--- src/rtl/gpio_pkg.sv ---
// Package: shared sizes and register addresses for the GPIO port.
// Assumes a 6-bit register bus address space.
package gpio_pkg;
    localparam int ADDR_W = 6;
    localparam logic [ADDR_W-1:0] A_LATCH  = 6'h18;
    localparam logic [ADDR_W-1:0] A_DIR    = 6'h17;
    localparam logic [ADDR_W-1:0] A_PINS   = 6'h16;
    localparam logic [ADDR_W-1:0] ALIAS_OF = 6'h20;

    typedef enum logic [1:0] {SEL_NONE, SEL_LATCH, SEL_DIR, SEL_PINS} reg_sel_e;

    // Map an address (base or alias) to a register select.
    function automatic reg_sel_e decode(input logic [ADDR_W-1:0] a);
        if (a == A_LATCH || a == (A_LATCH | ALIAS_OF)) return SEL_LATCH;
        if (a == A_DIR   || a == (A_DIR   | ALIAS_OF)) return SEL_DIR;
        if (a == A_PINS  || a == (A_PINS  | ALIAS_OF)) return SEL_PINS;
        return SEL_NONE;
    endfunction
endpackage

--- src/rtl/gpio_regs.sv ---
// Module: latch and direction registers.
// Assumes write enables are already decoded and one-hot; reset is async active-low.
module gpio_regs #(
    parameter int W = 8
) (
    input  logic         clk,
    input  logic         rst_n,
    input  logic         wr_latch,
    input  logic         wr_dir,
    input  logic [W-1:0] wdata,
    output logic [W-1:0] latch_q,
    output logic [W-1:0] dir_q
);
    // Store software-written latch bits.
    always_ff @(posedge clk or negedge rst_n) begin
        if (!rst_n)        latch_q <= '0;
        else if (wr_latch) latch_q <= wdata;
    end

    // Store software-written direction bits.
    always_ff @(posedge clk or negedge rst_n) begin
        if (!rst_n)      dir_q <= '0;
        else if (wr_dir) dir_q <= wdata;
    end

    // with no write strobe, both registers hold their values.
    p_hold_without_write_r2: assert property (@(posedge clk) disable iff (!rst_n)
        (!wr_latch && !wr_dir) |=> ($stable(latch_q) && $stable(dir_q)));
    // a latch write lands on the next edge.
    p_latch_takes_write_r2: assert property (@(posedge clk) disable iff (!rst_n)
        wr_latch |=> (latch_q == $past(wdata)));
endmodule

--- src/rtl/gpio_sync.sv ---
// Module: two-flop synchronizer for the pad levels.
// Assumes pin levels are asynchronous to clk; output lags by two edges.
module gpio_sync #(
    parameter int W = 8
) (
    input  logic         clk,
    input  logic         rst_n,
    input  logic [W-1:0] d,
    output logic [W-1:0] q
);
    logic [W-1:0] stage1;
    logic [1:0]   warm;

    // Two-stage capture of the pad levels.
    always_ff @(posedge clk or negedge rst_n) begin
        if (!rst_n) begin
            stage1 <= '0;
            q      <= '0;
        end else begin
            stage1 <= d;
            q      <= stage1;
        end
    end

    // Count edges since reset so the check below looks back only within them.
    always_ff @(posedge clk or negedge rst_n) begin
        if (!rst_n)            warm <= '0;
        else if (warm != 2'd3) warm <= warm + 2'd1;
    end

    // the synchronized value is the pad level two edges back.
    p_two_edge_lag_r5: assert property (@(posedge clk) disable iff (!rst_n)
        (warm == 2'd3) |-> (q == $past(d, 2)));
endmodule

--- src/rtl/gpio_pad_ctrl.sv ---
// Module: per-pin direction, drive and pull-up logic with a clock override on one pin.
// Assumes latch/direction come from gpio_regs; pull-up is only meaningful on inputs.
module gpio_pad_ctrl #(
    parameter int W       = 8,
    parameter int SCK_BIT = 7
) (
    input  logic         rst_n,
    input  logic         clk,
    input  logic [W-1:0] latch_q,
    input  logic [W-1:0] dir_q,
    input  logic [W-1:0] pin_in,
    input  logic         spi_en,
    input  logic         spi_master,
    input  logic         spi_sck_out,
    output logic [W-1:0] pad_oe,
    output logic [W-1:0] pad_out,
    output logic [W-1:0] pad_pu,
    output logic         spi_sck_in
);
    logic slave_mode;
    logic master_mode;

    // Classify the serial-peripheral mode.
    always_comb begin
        slave_mode  = spi_en && !spi_master;
        master_mode = spi_en &&  spi_master;
        spi_sck_in  = slave_mode ? pin_in[SCK_BIT] : 1'b0;
    end

    for (genvar i = 0; i < W; i++) begin : g_pin
        if (i == SCK_BIT) begin : g_sck
            // Clock pin: direction may be forced, drive may come from the peripheral.
            always_comb begin
                pad_oe[i]  = slave_mode ? 1'b0 : dir_q[i];
                pad_out[i] = pad_oe[i] ? (master_mode ? spi_sck_out : latch_q[i]) : 1'b0;
                pad_pu[i]  = !pad_oe[i] && latch_q[i];
            end
        end else begin : g_plain
            // Plain pin: direction and drive straight from software.
            always_comb begin
                pad_oe[i]  = dir_q[i];
                pad_out[i] = dir_q[i] ? latch_q[i] : 1'b0;
                pad_pu[i]  = !dir_q[i] && latch_q[i];
            end
        end
    end

    // slave mode never drives the clock pin.
    p_slave_releases_pin_r8: assert property (@(posedge clk) disable iff (!rst_n)
        (spi_en && !spi_master) |-> !pad_oe[SCK_BIT]);
    // slave mode pull-up still follows software.
    p_slave_pullup_r8: assert property (@(posedge clk) disable iff (!rst_n)
        (spi_en && !spi_master) |-> (pad_pu[SCK_BIT] == latch_q[SCK_BIT]));
    // master mode drives the peripheral clock when enabled as output.
    p_master_drive_r9: assert property (@(posedge clk) disable iff (!rst_n)
        (spi_en && spi_master && dir_q[SCK_BIT]) |-> (pad_out[SCK_BIT] == spi_sck_out));
    // no pin ever has pull-up and drive together.
    p_no_pullup_on_output_r3: assert property (@(posedge clk) disable iff (!rst_n)
        (pad_oe & pad_pu) == '0);
endmodule

--- src/rtl/gpio_port.sv ---
// Module: top of the 8-bit GPIO port; register decode, read mux and wiring.
// Assumes a single-cycle register bus with combinational reads.
module gpio_port
    import gpio_pkg::*;
#(
    parameter int W       = 8,
    parameter int SCK_BIT = 7
) (
    input  logic              clk,
    input  logic              rst_n,
    input  logic [ADDR_W-1:0] bus_addr,
    input  logic [W-1:0]      bus_wdata,
    input  logic              bus_we,
    output logic [W-1:0]      bus_rdata,
    input  logic [W-1:0]      pin_in,
    output logic [W-1:0]      pad_oe,
    output logic [W-1:0]      pad_out,
    output logic [W-1:0]      pad_pu,
    input  logic              spi_en,
    input  logic              spi_master,
    input  logic              spi_sck_out,
    output logic              spi_sck_in
);
    reg_sel_e     sel;
    logic         wr_latch, wr_dir;
    logic [W-1:0] latch_q, dir_q, pins_q;

    // Decode the address into write strobes.
    always_comb begin
        sel      = decode(bus_addr);
        wr_latch = bus_we && (sel == SEL_LATCH);
        wr_dir   = bus_we && (sel == SEL_DIR);
    end

    gpio_regs #(.W(W)) u_regs (
        .clk(clk), .rst_n(rst_n), .wr_latch(wr_latch), .wr_dir(wr_dir),
        .wdata(bus_wdata), .latch_q(latch_q), .dir_q(dir_q)
    );

    gpio_sync #(.W(W)) u_sync (
        .clk(clk), .rst_n(rst_n), .d(pin_in), .q(pins_q)
    );

    gpio_pad_ctrl #(.W(W), .SCK_BIT(SCK_BIT)) u_pads (
        .rst_n(rst_n), .clk(clk), .latch_q(latch_q), .dir_q(dir_q), .pin_in(pin_in),
        .spi_en(spi_en), .spi_master(spi_master), .spi_sck_out(spi_sck_out),
        .pad_oe(pad_oe), .pad_out(pad_out), .pad_pu(pad_pu), .spi_sck_in(spi_sck_in)
    );

    // Select the read data for the addressed register.
    always_comb begin
        unique case (sel)
            SEL_LATCH: bus_rdata = latch_q;
            SEL_DIR:   bus_rdata = dir_q;
            SEL_PINS:  bus_rdata = pins_q;
            default:   bus_rdata = '0;
        endcase
    end

    // a write aimed at the pin view leaves both registers untouched.
    p_pin_write_ignored_r6: assert property (@(posedge clk) disable iff (!rst_n)
        (bus_we && decode(bus_addr) == SEL_PINS) |=> ($stable(latch_q) && $stable(dir_q)));
    // unmapped addresses read as zero.
    p_unmapped_reads_zero_r1: assert property (@(posedge clk) disable iff (!rst_n)
        (decode(bus_addr) == SEL_NONE) |-> (bus_rdata == '0));
endmodule

--- config.mk ---
export PLATFORM = sky130hd
export DESIGN_NAME = gpio_port
export DESIGN_NICKNAME = d
export VERILOG_FILES = /design/src/rtl/gpio_pkg.sv /design/src/rtl/gpio_regs.sv /design/src/rtl/gpio_sync.sv /design/src/rtl/gpio_pad_ctrl.sv /design/src/rtl/gpio_port.sv
export SDC_FILE = /design/constraint.sdc
export NUM_CORES = 1
export LEC_CHECK = 0
export BUFFER_PORTS_ARGS = -buffer_cell sky130_fd_sc_hd__clkbuf_2
export CAP_MARGIN = 40
export CORE_UTILIZATION = 47
export DETAILED_ROUTE_END_ITERATION = 7
export PLACE_DENSITY_LB_ADDON = 0.08
export SYNTH_ARGS = -nofsm -noshare
export SYNTH_HDL_FRONTEND = slang
export SYNTH_SLANG_ARGS = --single-unit
--- constraint.sdc ---
create_clock -name clk -period 0.9 [get_ports clk]
set_input_delay 0.09 -clock clk [delete_from_list [all_inputs] [get_ports clk]]
set_output_delay 0.09 -clock clk [all_outputs]
set_load 0.01 [all_outputs]
==> run metrics <==
Avg WL per Cell 13.83 um; clk_lat worst skew 0.32 ns; Total Nets Final 216; maximum buffer depth of the clock tree 2; full die area 3325 um^2; Lkg Pwr 1.143 nW; final worst path period need 1.229 ns; Worst Setup End Kind output port; Worst-path clk slew 0.10 ns; Tot Pwr 3.999 mW; crit start category flop; Critical Path AT 1.14 ns; Post-DRT Antenna Nets 0; initial antenna violation count 0; failing checks DRC, setup timing; Hold Crit Class in -> reg; # fillers 207; Syn Inst Count 102; synthesis-stage register bit count 32; DRC 5; status finished, violations left; Via density 4.891; Final Max Slew Viols 0; Core Area 2853 um^2; first-pass GRT wire length 4.781 mm; row count 19; critical path data required time 0.81 ns; Fmax 813.7 MHz; Slew @ Worst Pin 0.2415 ns; Post-Syn Area 1456 um^2; TritonCTS Sinks 32; Peak VDD IR 1.178 mV; sequential area share after synthesis 0.5498; I/O Buffers 59; Setup CP Type reg -> out; Ys Warns 0; H-tree depth 2; Critical Path Fanout Max 4; Detail Placement HPWL 2.045 mm; final setup fails 39; Final Hold Fails 0; slew margin rel. 0.8387; GRT Total Usage 0.2028; largest net degree at the start of global routing 33; grt ovf 0; Max-Cap Viols 0; RSZ-0062 raised after global routing true; Die X 57.67 um; Starting Density 0.5105; io pins 61; syn_nets 130; RePlAce Congestion 0.8376; commonest non-fill, non-tap cell in the layout clkbuf_2; pwr/cell area 1853 nW/um^2; DRT iter0 DRCs 31; period utilisation layout 1.366; Die Y 57.67 um; Area growth, synth to finish 48.20%; Num CTS Buffers 5; final WL 3.042 mm; Unique masters post-synth 22; Final Skew 0.0001796 ns; router iterations before antenna repair 8; Setup WS post-layout -0.3290 ns; most frequent cells in the layout clkbuf_2 (37), dfrtp_1 (32), buf_2 (17); ant diodes 0; number of global-route vias before repair 1,090; share of layout cells above drive strength 1 0.5661; Syn Area/Cell 14.28 um^2; CTS tree done; vias 1,076; Util after Layout 0.7566; CTS root buf clkbuf_4
-- path summary, 6_finish.rpt --
path / endpoint / cells after the start / slack [ns] / start
worst max-delay path: pad_pu[7] / 3 / -0.33 / u_regs.dir_q[7]
worst min-delay path: u_regs.dir_q[7] / 2 / 0.01 / bus_wdata[7]
worst max register to register: u_regs.dir_q[3] / 3 / -0.10 / u_regs.dir_q[3]
worst min register to register: u_sync.q[2] / 0 / 0.35 / u_sync.stage1[2]
max in group asynchronous: u_regs.dir_q[4] / 3 / 0.49 / rst_n
min in group asynchronous: u_sync.q[0] / 3 / 0.25 / rst_n
-- synth_stat cells --
cell type	n	area, um^2
buf_2	1	5.000
nand3_1	1	5.000
nand2_1	1	3.750
and3_2	1	7.510
o2bb2ai_1	8	70.07
nand4b_4	1	23.77
and2_1	8	50.05
nor2_1	1	3.750
nor2_8	1	20.02
buf_4	7	52.55
inv_1	1	3.750
mux2_1	2	22.52
nor2b_1	9	56.30
nand4_4	1	21.27
nor2_4	1	11.26
dfrtp_1	32	800.8
nand2b_1	2	12.51
mux2_4	8	120.1
mux2i_1	8	80.08
a21boi_0	1	7.510
buf_6	1	11.26
mux2_2	6	67.56
-- logic make-up after synthesis --
family	synth area share
compound gates	0.05327
mux	0.1993
simple gates	0.1478
flops	0.5498
buf+inv	0.04982
-- registers in the layout, summed over array words and instances, names as in the netlist --
| name | flops |
|---|---|
| u_regs.latch_q | 8 |
| u_sync.q | 8 |
| u_sync.stage1 | 8 |
| u_regs.dir_q | 8 |
-- layout make-up --
class	instances	area, um^2	area share
clock buffers	7	65.06	0.03014
clock inverters	1	30.03	0.01391
inverters	1	3.754	0.001739
multi-input cells	60	606.8	0.2812
flip-flops and latches	32	800.8	0.3710
well taps	31	38.79	0.01797
repair buffers	88	613.1	0.2841
-- what timing repair did --
item,in CTS,in global routing
setup buffers,7,2
endpoints found under the hold margin,45,2
hold buffers,13,2
resized for setup,5,32
setup endpoints to repair,32,38
pin swaps,4,4
-- metal layers --
layer	global-route usage	vias to the layer above	routed length [um]
met5	0	-	0
met4	0.1020	0	56
met3	0.04688	6	161
met2	0.3621	42	1537
met1	0.2274	502	1285
li1	-	526	-
-- worst max-delay path: stages (launching register included) --
cell,delay [ns]
dfrtp_1,0.42
and2_4,0.15
nor2b_1,0.11
buf_2,0.14
-- per-stage QoR --
stage	cell area [um^2]	hold WS (ns)	TNS [ns]	instances	worst slack [ns]
5_1_grt	2158	0.005057	-9.234	220	-0.4019
6_report	2158	0.01157	-7.157	220	-0.3290
3_3_place_gp	1792	0.06041	-3.944	189	-0.1821
3_5_place_dp	1792	0.05818	-4.328	189	-0.2017
4_1_cts	2082	0.001581	-7.733	217	-0.3357
2_1_floorplan	1478	-0.2056	-0.5815	102	-0.07236
-- where the power goes --
part | switching, mW | total (mW) | internal (mW)
Sequential | 0.156 | 1.77 | 1.61
Combinational | 0.393 | 1.04 | 0.642
Clock | 0.457 | 1.19 | 0.737
Total | 1.01 | 4.00 | 2.99
(Power assumes the default switching activity.)
